--- src/rtl/bps_pkg.sv ---
package bps_pkg;

  // Strobes issued by the control to the phase datapath; at most one is high.
  typedef struct packed {
    logic advance;
    logic wrap;
    logic realign;
  } phaseCmd_t;

endpackage

--- src/rtl/bps_datapath.sv ---
module bps_datapath
  import bps_pkg::*;
#(
  parameter int PHASE_W     = 2,
  parameter int SYNC_STAGES = 2
) (
  input  logic               clk,
  input  logic               rstN,
  input  phaseCmd_t          cmd,
  input  logic [PHASE_W-1:0] lastPhase,
  input  logic               syncLineIn,
  input  logic               driveEn,
  output logic [PHASE_W-1:0] phase,
  output logic               lineLow,
  output logic               ownMask
);

  localparam int LAST_STAGE = SYNC_STAGES - 1;
  localparam logic [PHASE_W-1:0] PHASE_ZERO = '0;
  localparam logic [PHASE_W-1:0] PHASE_ONE  = PHASE_W'(1);

  logic [SYNC_STAGES-1:0] syncQ;
  logic [SYNC_STAGES-1:0] drvHist;

  // Synchronizer chain; idles at the released (high) line level.
  generate
    for (genvar s = 0; s < SYNC_STAGES; s++) begin : gSync
      if (s == 0) begin : gFirst
        always_ff @(posedge clk or negedge rstN) begin
          if (!rstN) begin
            syncQ[s]   <= 1'b1;
            drvHist[s] <= 1'b0;
          end else begin
            syncQ[s]   <= syncLineIn;
            drvHist[s] <= driveEn;
          end
        end
      end else begin : gNext
        always_ff @(posedge clk or negedge rstN) begin
          if (!rstN) begin
            syncQ[s]   <= 1'b1;
            drvHist[s] <= 1'b0;
          end else begin
            syncQ[s]   <= syncQ[s-1];
            drvHist[s] <= drvHist[s-1];
          end
        end
      end
    end
  endgenerate

  assign lineLow = ~syncQ[LAST_STAGE];
  // Own drive is still in flight through the synchronizer for SYNC_STAGES cycles.
  assign ownMask = driveEn | (|drvHist);

  always_ff @(posedge clk or negedge rstN) begin
    if (!rstN) begin
      phase <= PHASE_ZERO;
    end else if (cmd.realign) begin
      phase <= lastPhase;
    end else if (cmd.wrap) begin
      phase <= PHASE_ZERO;
    end else if (cmd.advance) begin
      phase <= phase + PHASE_ONE;
    end
  end

  assert_wrap_zero_R3: assert property (@(posedge clk) disable iff (!rstN)
    cmd.wrap |=> phase == PHASE_ZERO);

  assert_step_one_R2: assert property (@(posedge clk) disable iff (!rstN)
    cmd.advance |=> phase == $past(phase) + PHASE_ONE);

  assert_realign_last_R5: assert property (@(posedge clk) disable iff (!rstN)
    cmd.realign |=> phase == $past(lastPhase));

  assert_hold_idle_R9: assert property (@(posedge clk) disable iff (!rstN)
    !(cmd.advance || cmd.wrap || cmd.realign) |=> $stable(phase));

endmodule

--- src/rtl/bps_ctrl.sv ---
module bps_ctrl
  import bps_pkg::*;
#(
  parameter int PHASE_W = 2
) (
  input  logic               clk,
  input  logic               rstN,
  input  logic               phaseStrobe,
  input  logic [PHASE_W-1:0] lastPhase,
  input  logic [PHASE_W-1:0] phase,
  input  logic               lineLow,
  input  logic               ownMask,
  output phaseCmd_t          cmd,
  output logic               driveEn
);

  logic atLast;
  logic atOrBeyond;
  logic pulledByPeer;

  always_comb begin
    atLast       = (phase == lastPhase);
    atOrBeyond   = (phase >= lastPhase);
    pulledByPeer = lineLow & ~ownMask;
    driveEn      = atLast;

    cmd          = '0;
    // Re-align outranks the strobe so a peer's assertion is never lost.
    cmd.realign  = pulledByPeer;
    cmd.wrap     = phaseStrobe & ~pulledByPeer & atOrBeyond;
    cmd.advance  = phaseStrobe & ~pulledByPeer & ~atOrBeyond;
  end

  assert_drive_held_R4: assert property (@(posedge clk) disable iff (!rstN)
    (driveEn && !phaseStrobe) |=> (driveEn || !$stable(lastPhase)));

endmodule

--- src/rtl/bp_phase_sync.sv ---
module bp_phase_sync
  import bps_pkg::*;
#(
  parameter int PHASE_W     = 2,
  parameter int SYNC_STAGES = 2
) (
  input  logic               clk,
  input  logic               rstN,
  input  logic               phaseStrobe,
  input  logic [PHASE_W-1:0] muxMode,
  input  logic               syncLineIn,
  output logic [PHASE_W-1:0] phaseIdx,
  output logic               syncDriveEn
);

  phaseCmd_t          cmd;
  logic [PHASE_W-1:0] phase;
  logic               lineLow;
  logic               ownMask;
  logic               driveEn;

  bps_ctrl #(.PHASE_W(PHASE_W)) uCtrl (
    .clk         (clk),
    .rstN        (rstN),
    .phaseStrobe (phaseStrobe),
    .lastPhase   (muxMode),
    .phase       (phase),
    .lineLow     (lineLow),
    .ownMask     (ownMask),
    .cmd         (cmd),
    .driveEn     (driveEn)
  );

  bps_datapath #(.PHASE_W(PHASE_W), .SYNC_STAGES(SYNC_STAGES)) uPath (
    .clk        (clk),
    .rstN       (rstN),
    .cmd        (cmd),
    .lastPhase  (muxMode),
    .syncLineIn (syncLineIn),
    .driveEn    (driveEn),
    .phase      (phase),
    .lineLow    (lineLow),
    .ownMask    (ownMask)
  );

  assign phaseIdx    = phase;
  assign syncDriveEn = driveEn;

  assert_release_on_strobe_R4: assert property (@(posedge clk) disable iff (!rstN)
    ($fell(syncDriveEn) && $stable(muxMode)) |-> $past(phaseStrobe));

endmodule

--- config.mk ---
export PLATFORM = sky130hd
export DESIGN_NAME = bp_phase_sync
export DESIGN_NICKNAME = d
export VERILOG_FILES = /design/src/rtl/bps_pkg.sv /design/src/rtl/bps_datapath.sv /design/src/rtl/bps_ctrl.sv /design/src/rtl/bp_phase_sync.sv
export SDC_FILE = /design/constraint.sdc
export NUM_CORES = 1
export LEC_CHECK = 0
export ABC_CLOCK_PERIOD_IN_PS = 4000
export BUFFER_PORTS_ARGS = -buffer_cell sky130_fd_sc_hd__buf_2
export CORE_AREA = 5 5 42 44
export DETAILED_ROUTE_END_ITERATION = 8
export DIE_AREA = 0 0 47 49
export PLACE_DENSITY_LB_ADDON = 0.2
export SLEW_MARGIN = 20
export SYNTH_ARGS = -nofsm -noshare
export SYNTH_HDL_FRONTEND = slang
export SYNTH_SLANG_ARGS = --single-unit
--- constraint.sdc ---
create_clock -name clk -period 4 [get_ports clk]
set_input_delay 0.2 -clock clk [delete_from_list [all_inputs] [get_ports clk]]
set_output_delay 0.2 -clock clk [all_outputs]
set_load 0.1 [all_outputs]
* Word level (Yosys, flattened, before mapping)
Cells that the tools add are included.
** Operators by class
- Mux-type cells :: 3
- Bitwise gates (word level) :: 9
- Magnitude comparators :: 1
- Add/sub/neg operators :: 1
- Reductions and logical operators :: 2
- Equality and inequality tests :: 1
** Operators by type and width (count)
- 2-bit 2-to-1 mux :: 3
- 1-bit AND :: 4
- 1-bit NOT :: 4
- 3-bit nonzero test :: 1
- 2-bit by 1-bit adder with 2-bit output (second input constant) :: 1
- 2-bit equality test :: 1
- 2-bit greater-or-equal comparator :: 1
- 2-bit OR reduction :: 1
- 1-bit bitwise OR :: 1
** Storage, ports and cells
- Logic and storage cells :: 22
- Output and inout port bits :: 3
- Bits of input ports :: 6
- Register bits after elaboration :: 6

* Longest topological paths before layout
Gate-level depths: netlist of the first run.
- Word-level depth :: 10
- Mapped depth :: 5
- Mapped depth without buffers :: 5

* By module
From an unflattened synthesis of the first run, not the netlist that was laid out.
** Second synthesis, totals
- Cell total of the unflattened synthesis :: 27
- Area total of the unflattened synthesis :: 299.0 um^2
** Modules (own cells, without submodules)
- bps_datapath :: cells an instance 14, instances 1, sequential area each 152.6 um^2, area an instance 205.2 um^2
- bps_ctrl :: cells an instance 13, instances 1, sequential area each 0.0 um^2, area an instance 93.8 um^2

* Least setup slack after synthesis of the first run
Ideal clock, no wire load.
- Kind :: reg2reg
- Start :: register uPath.phase[0]
- End :: register uPath.phase[0]
- Clock period less this slack :: 2.184 ns
- Data required time :: 3.879 ns
- Library setup time :: 0.121 ns
- Data arrival time :: 2.063 ns
- Stages on the path, launching flop included :: 5
- Path buffers :: 0
- Slack :: 1.816 ns
- Cell sequence :: dfrtp_1 > inv_1 > ha_1 > a2111o_1 > o22a_1
** Between the ends
- Longest elaborated chain between the ends :: 9
- Elaborated cells on any way between the ends :: 15
- Those cells by class :: 1 x add/sub; 1 x order compare; 1 x eq/ne; 3 x mux; 8 x bitwise; 1 x reduce/logical
** RTL lines
- start, declared :: RTL line bps_datapath.sv:13 : output logic [PHASE_W-1:0] phase,
- start signal, assigned :: RTL line bps_datapath.sv:60 : phase <= lastPhase;
- start signal, assigned :: RTL line bps_datapath.sv:64 : phase <= phase + PHASE_ONE;
- 2-bit equality test :: RTL line bps_ctrl.sv:22 : atLast = (phase == lastPhase);
- 1-bit bitwise OR :: RTL line bps_datapath.sv:54 : assign ownMask = driveEn | (|drvHist);
- 1-bit NOT :: RTL line bps_ctrl.sv:24 : pulledByPeer = lineLow & ~ownMask;
- 1-bit AND :: RTL line bps_ctrl.sv:24
- 1-bit NOT :: RTL line bps_ctrl.sv:30, bps_ctrl.sv:31
- 1-bit AND :: RTL line bps_ctrl.sv:30, bps_ctrl.sv:31
- 1-bit AND :: RTL line bps_ctrl.sv:30 : cmd.wrap = phaseStrobe & ~pulledByPeer & atOrBeyond;
- 2-bit 2-to-1 mux :: RTL line bps_datapath.sv:61 : end else if (cmd.wrap) begin
- 2-bit 2-to-1 mux :: RTL line bps_datapath.sv:59 : end else if (cmd.realign) begin
Parallel ways exist; a longest one is shown, timed or not. The select of a mux whose other input is x is not followed.
A chain may end at the register's enable or synchronous reset.

* Worst setup path in the final report of the first run
- Start :: register uPath.phase[0]
- End :: output syncDriveEn
** Between the ends
- Longest elaborated chain between the ends :: 1
** RTL lines
- 2-bit equality test :: RTL line bps_ctrl.sv:22
- end, declared :: RTL line bp_phase_sync.sv:13 : output logic syncDriveEn
Every way passes these cells.

==> run_results.csv, run 1 <==
group,metric,value,unit
synth,yosysSeqAreaShare,53.0,%
place,place_ws,2.41,ns
routing,wirelength,572,um
worst_setup_path,worstPathRequired,3.80,ns
global_route,grt_use_met1,6.26,%
timing,setup_slack,2.19,ns
synth,async_flop_share,100,%
synth,synth_top_area_share,34.8,%
routing,post-route-drc-count,0,
cts,cts_resized,0,
synth,ys_seq_elements,6,
cts,root_buffer,"clkbuf_4",
global_route,grt.overflow.total,0,
cells_and_area,nFillCells,161,
routing,viasPerCell,4.27,
cts,cts.path.max_buffers,2,
synth,synth-simple-area-share,14.8,%
global_route,globalRouteMet3Util,1.48,%
routing,num_vias,222,
cells_and_area,insertedDiodeCount,0,
floorplanning,die_area,2300,sq um
cts,numCtsBuffers,3,
job,drv_cap,0,
routing,wl_per_cell,11.0,um
min_path,worstHoldStart,"syncLineIn",
synth,yosys.area.top_type,"dfrtp_1",
min_path,hold_class,"input pin to flop",
floorplanning,ioPinCount,9,
place,dp_hpwl,475,um
synth,synth_nets,31,
floorplanning,die_y,49,um
timing,finClkSkew,0.00526,ns
worst_setup_path,worst_setup_path_start_kind,"flop",
routing,ant_nets,0,
floorplanning,core-area,1400,sq um
cts,cts_tree,"yes",
worst_setup_path,cp_max_fo,5,
worst_setup_path,r2r_start,"uPath.phase[0]$_DFFE_PN0P_",
worst_setup_path,cp.arrival,1.61,ns
worst_setup_path,critPathCaptureType,"output port",
timing,tightestPinTransition,0.488,ns
synth,synthMuxAreaShare,0,%
synth,synth_edf_count,0,
cells_and_area,drive_gt1_share,44.4,%
synth,synthXorXnorAreaFrac,0,%
timing,drv_slew,0,
cells_and_area,multi_input_area,124,sq um
floorplanning,die_x,47,um
timing,relSlewSlack,67.7,%
cells_and_area,final-seq-area,153,sq um
cts,cts_sinks,6,
timing,max_freq,552,MHz
global_route,grt_max_degree,7,
worst_setup_path,crit_type,"flop to output port",
synth,synth.most_common_cell,"dfrtp_1",
global_route,grt-busiest-layer,"met2",
synth,yosys_warnings,0,
synth,synth_area_leaders,"dfrtp_1, dfstp_2, ha_1",
synth,synthAdderAreaFrac,8.70,%
timing,min_period,1.81,ns
floorplanning,start_util,20.5,%
timing,fin_crit_sh,45.3,%
synth,synth.distinct_cells,16,
place,place.port_buffers,8,
global_route,grt_pass1_wl,931,um
worst_setup_path,ff2ff_setup_slack,2.42,ns
global_route,track_usage,6.02,%
cells_and_area,syn2layout_area_growth,33.5,%
cts,h-tree-depth,1,
synth,synth_top_family_by_area,"compound AO/OA/AOI/OAI gates",
global_route,grt_pass1_vias,234,
routing,firstDrtPassIters,1,
worst_setup_path,worstSetupStartpoint,"uPath.phase[0]$_DFFE_PN0P_",
timing,finalSetupTns,0,ns
synth,ys_dominant_reg_cell,"dfrtp_1",
global_route,antenna_found_initial,0,
cts,insertion_delay,0.25,ns
run_status,status,"completed",
cts,path_clk_slew,0.05,ns
cells_and_area,fin_nets,45,
place,place.gp.congestion,0.674,
synth,synth_commonest_cells,"dfrtp_1, inv_1, dfstp_2, ha_1",
global_route,met2_usage,8.60,%
timing,final_hold_viol_count,0,
floorplanning,row_count,14,
synth,synth_compound_area_share,19.6,%
synth,synth_cells,23,
cells_and_area,final_core_util,27.4,%
timing,rsz0062_at_grt,"false",
synth,syn_area,288,sq um
synth,synth_area_per_cell,12.5,sq um
routing,drtIter0Drc,0,
timing,setup_violations,0,
## placed cells by master, fill, tap and decap left out, drive strengths merged, types with 2 or more instances in the layout
master,count
inv,3
buf,8
dfstp,2
nand2b,2
clkbuf,4
ha,2
dfrtp,4
## flip-flops by register name (all words and copies together) (netlist names)
register       flops
uPath.phase        2
uPath.syncQ        2
uPath.drvHist      2
## final timing paths
path | to | depth (start not counted)
min | uPath.syncQ[0]$_DFF_PN1_ | 1
min reg2reg | uPath.syncQ[1]$_DFF_PN1_ | 0
max in group asynchronous | uPath.syncQ[0]$_DFF_PN1_ | 2
min in group asynchronous | uPath.phase[0]$_DFFE_PN0P_ | 2
max reg2reg | uPath.phase[0]$_DFFE_PN0P_ | 4
max | syncDriveEn | 4
## area by class of cell
cell class / count / share of cell area [%]
clock buffers: 4 / 6.84
inverters: 3 / 2.93
repair buffers: 9 / 13.0
well taps: 16 / 5.21
flip-flops and latches: 6 / 39.7
multi-input cells: 14 / 32.2
## cells by family (layout without fill, tap and decap cells)
logic type / count (synthesis) / after routing
and+or+nand+nor: 6 / 6
adders and majority gates: 2 / 2
buffers and inverters: 3 / 16
AOI/OAI and AO/OA: 6 / 6
DFF: 6 / 6
## per-stage QoR
| step | hold WS (ns) | std cells | area (sq um) |
|---|---|---|---|
| 2_1_floorplan | -0.0956 | 23 | 288 |
| 6_report | 0.0544 | 52 | 384 |
| 4_1_cts | 0.0453 | 52 | 384 |
| 3_5_place_dp | 0.0308 | 47 | 348 |
| 3_3_place_gp | 0.0272 | 47 | 348 |
| 5_1_grt | 0.0485 | 52 | 384 |
## timing repair
item | 4_1_cts | 5_1_grt
hold endpoints to repair | 6 | 0
buffers inserted | 0 | 0
hold buffers | 1 | 0
## per-layer routing
metal | up-vias | part of all wire, % | routed length, um
met1 | 102 | 41 | 232
met4 | 0 | 5.1 | 29
li1 | 108 | - | -
met5 | - | 0 | 0
met2 | 9 | 48 | 273
met3 | 3 | 6.5 | 37
## critical path, stage by stage (launching register included)
cell and delay (ns):
dfrtp_1 0.40, inv_1 0.08, ha_1 0.31, and2_2 0.16
buf_2 0.42
Power of run 1 is left out: the tool's default activity adds up to more than one toggle a clock period on the data nets, which glitch-free logic cannot reach.
==> run 2: changes to the inputs <==
--- a/config.mk
+++ b/config.mk
@@ -5,7 +5,7 @@
 export SDC_FILE = /design/constraint.sdc
 export NUM_CORES = 1
 export LEC_CHECK = 0
-export ABC_CLOCK_PERIOD_IN_PS = 4000
+export ABC_CLOCK_PERIOD_IN_PS = 1890
 export BUFFER_PORTS_ARGS = -buffer_cell sky130_fd_sc_hd__buf_2
 export CORE_AREA = 5 5 42 44
 export DETAILED_ROUTE_END_ITERATION = 8
==> constraint.sdc (replaced) <==
create_clock -name clk -period 1.89 [get_ports clk]
set_input_delay 0.0945 -clock clk [delete_from_list [all_inputs] [get_ports clk]]
set_output_delay 0.0945 -clock clk [all_outputs]
set_load 0.1 [all_outputs]
==> run 2 against run 1 <==
  * Highest routed layer unchanged
  * Non-clock buffer count up 1
  * Utilization up 0.89 points
  * Clock skew up 0.0045 ns
  * Largest cell class unchanged
  * Critical endpoint unchanged
==> run_results.csv, run 2 (synthesis results as in run 1) <==
group,metric,value,unit
global_route,grt_pass1_vias,262,
place,dp_hpwl,502,um
worst_setup_path,critical_path.max_stage_delay,0.42,ns
cts,cts_tree,"yes",
cts,cts_sinks,6,
worst_setup_path,worstPathRequired,1.80,ns
cts,insertion_delay,0.24,ns
timing,setup_slack,0.182,ns
worst_setup_path,crit_chain,"ha_1 -> and2_2 -> buf_2",
job,drv_cap,0,
cts,numCtsBuffers,3,
timing,min_period,1.71,ns
timing,drv_slew,0,
worst_setup_path,crit_type,"flop to output port",
cts,cts.path.max_buffers,2,
cells_and_area,insertedDiodeCount,0,
place,place_area,350,sq um
floorplanning,ioPinCount,9,
timing,relSlewSlack,67.8,%
floorplanning,die_x,47,um
worst_setup_path,cp.arrival,1.61,ns
place,place.port_buffers,8,
cells_and_area,final-seq-area,155,sq um
global_route,grt_pass1_wl,1030,um
cts,path_clk_slew,0.05,ns
cts,h-tree-depth,1,
worst_setup_path,critPathCaptureType,"output port",
cells_and_area,fin_area,397,sq um
floorplanning,start_util,20.5,%
routing,ant_nets,0,
routing,wirelength,576,um
min_path,hold_class,"input pin to flop",
cells_and_area,drive_gt1_share,48.6,%
place,place_ws,0.304,ns
cells_and_area,syn2layout_area_growth,37.8,%
cells_and_area,fin_nets,46,
timing,finalSetupTns,0,ns
worst_setup_path,cp_max_fo,5,
global_route,antenna_found_initial,0,
worst_setup_path,slowest_stage,"dfrtp_2",
floorplanning,die_area,2300,sq um
routing,firstDrtPassIters,4,
cells_and_area,reg.largest.list,"uPath.drvHist (2), uPath.phase (2), uPath.syncQ (2)",
floorplanning,core-area,1400,sq um
floorplanning,die_y,49,um
floorplanning,row_count,14,
cts,root_buffer,"clkbuf_4",
timing,setup_violations,0,
cells_and_area,multi_input_area,124,sq um
timing,final_hold_viol_count,0,
cells_and_area,final_common_cell,"buf_2",
worst_setup_path,worst_setup_path_start_kind,"flop",
routing,drtIter0Drc,2,
timing,fin_crit_sh,90.4,%
global_route,grt_max_degree,7,
timing,max_freq,585,MHz
cells_and_area,final_cell_mix,"buf_2, inv_1, clkbuf_4",
timing,tightestPinTransition,0.486,ns
routing,viasPerCell,4.45,
timing,rsz0062_at_grt,"false",
run_status,status,"completed",
cells_and_area,nFillCells,162,
global_route,grt.overflow.total,0,
place,place.gp.congestion,0.652,
global_route,track_usage,6.23,%
cells_and_area,final_core_util,28.3,%
timing,finClkSkew,0.00972,ns
routing,wl_per_cell,10.9,um
routing,num_vias,236,
routing,post-route-drc-count,0,
cts,cts_resized,0,
run 2: cell types whose count changed in the layout (fill, tap and decap cells not counted):
cell | before | now
dlygate4sd3_1 | 1 | 2
dfrtp_1 | 4 | 2
dfrtp_2 | 0 | 2
run 2: cell type report:
cell class	count	area share, %
Clock buffer	4	6.62
Inverter	3	2.84
Multi-Input combinational cell	14	31.2
Sequential cell	6	39.1
Tap cell	16	5.05
Timing Repair Buffer	10	15.1
run 2: metrics by stage:
step                      instances  hold slack (ns)
after floorplan                  23           -0.201
after global placement           47          -0.0819
after detailed placement         47          -0.0749
after CTS                        53            0.118
after global routing             53            0.133
final                            53            0.128
run 2: timing repair:
item | CTS | global route
buffers inserted | 0 | 0
hold buffers | 2 | 0
hold endpoints to repair | 7 | 0
run 2: path summary, 6_finish.rpt:
path                       cells past startpoint  slack, ns                         end                        from
max                                            3       0.18                 syncDriveEn  uPath.phase[1]$_DFFE_PN0P_
min                                            2       0.13  uPath.phase[0]$_DFFE_PN0P_                  muxMode[0]
max reg2reg                                    4       0.30  uPath.phase[0]$_DFFE_PN0P_  uPath.phase[0]$_DFFE_PN0P_
min reg2reg                                    0       0.35    uPath.syncQ[1]$_DFF_PN1_    uPath.syncQ[0]$_DFF_PN1_
max in group asynchronous                      2       1.46    uPath.syncQ[1]$_DFF_PN1_                        rstN
min in group asynchronous                      2       0.20  uPath.phase[1]$_DFFE_PN0P_                        rstN
run 2: metal layers:
metal / wire [um] / vias to the layer above / track usage, %
li1: - / 114 / -
met1: 210 / 111 / 6.71
met2: 312 / 9 / 8.82
met3: 41 / 2 / 1.85
met4: 12 / 0 / 6.45
met5: 0 / - / 0
run 2: critical path: cells and delay by family (launching register included):
family	cells	cell delay [ns]
buffers and inverters	1	0.42
flip-flops	1	0.42
AND/OR/NAND/NOR	1	0.17
adder cells (fa/ha/maj)	1	0.36
Power of run 2 is left out for the same reason.
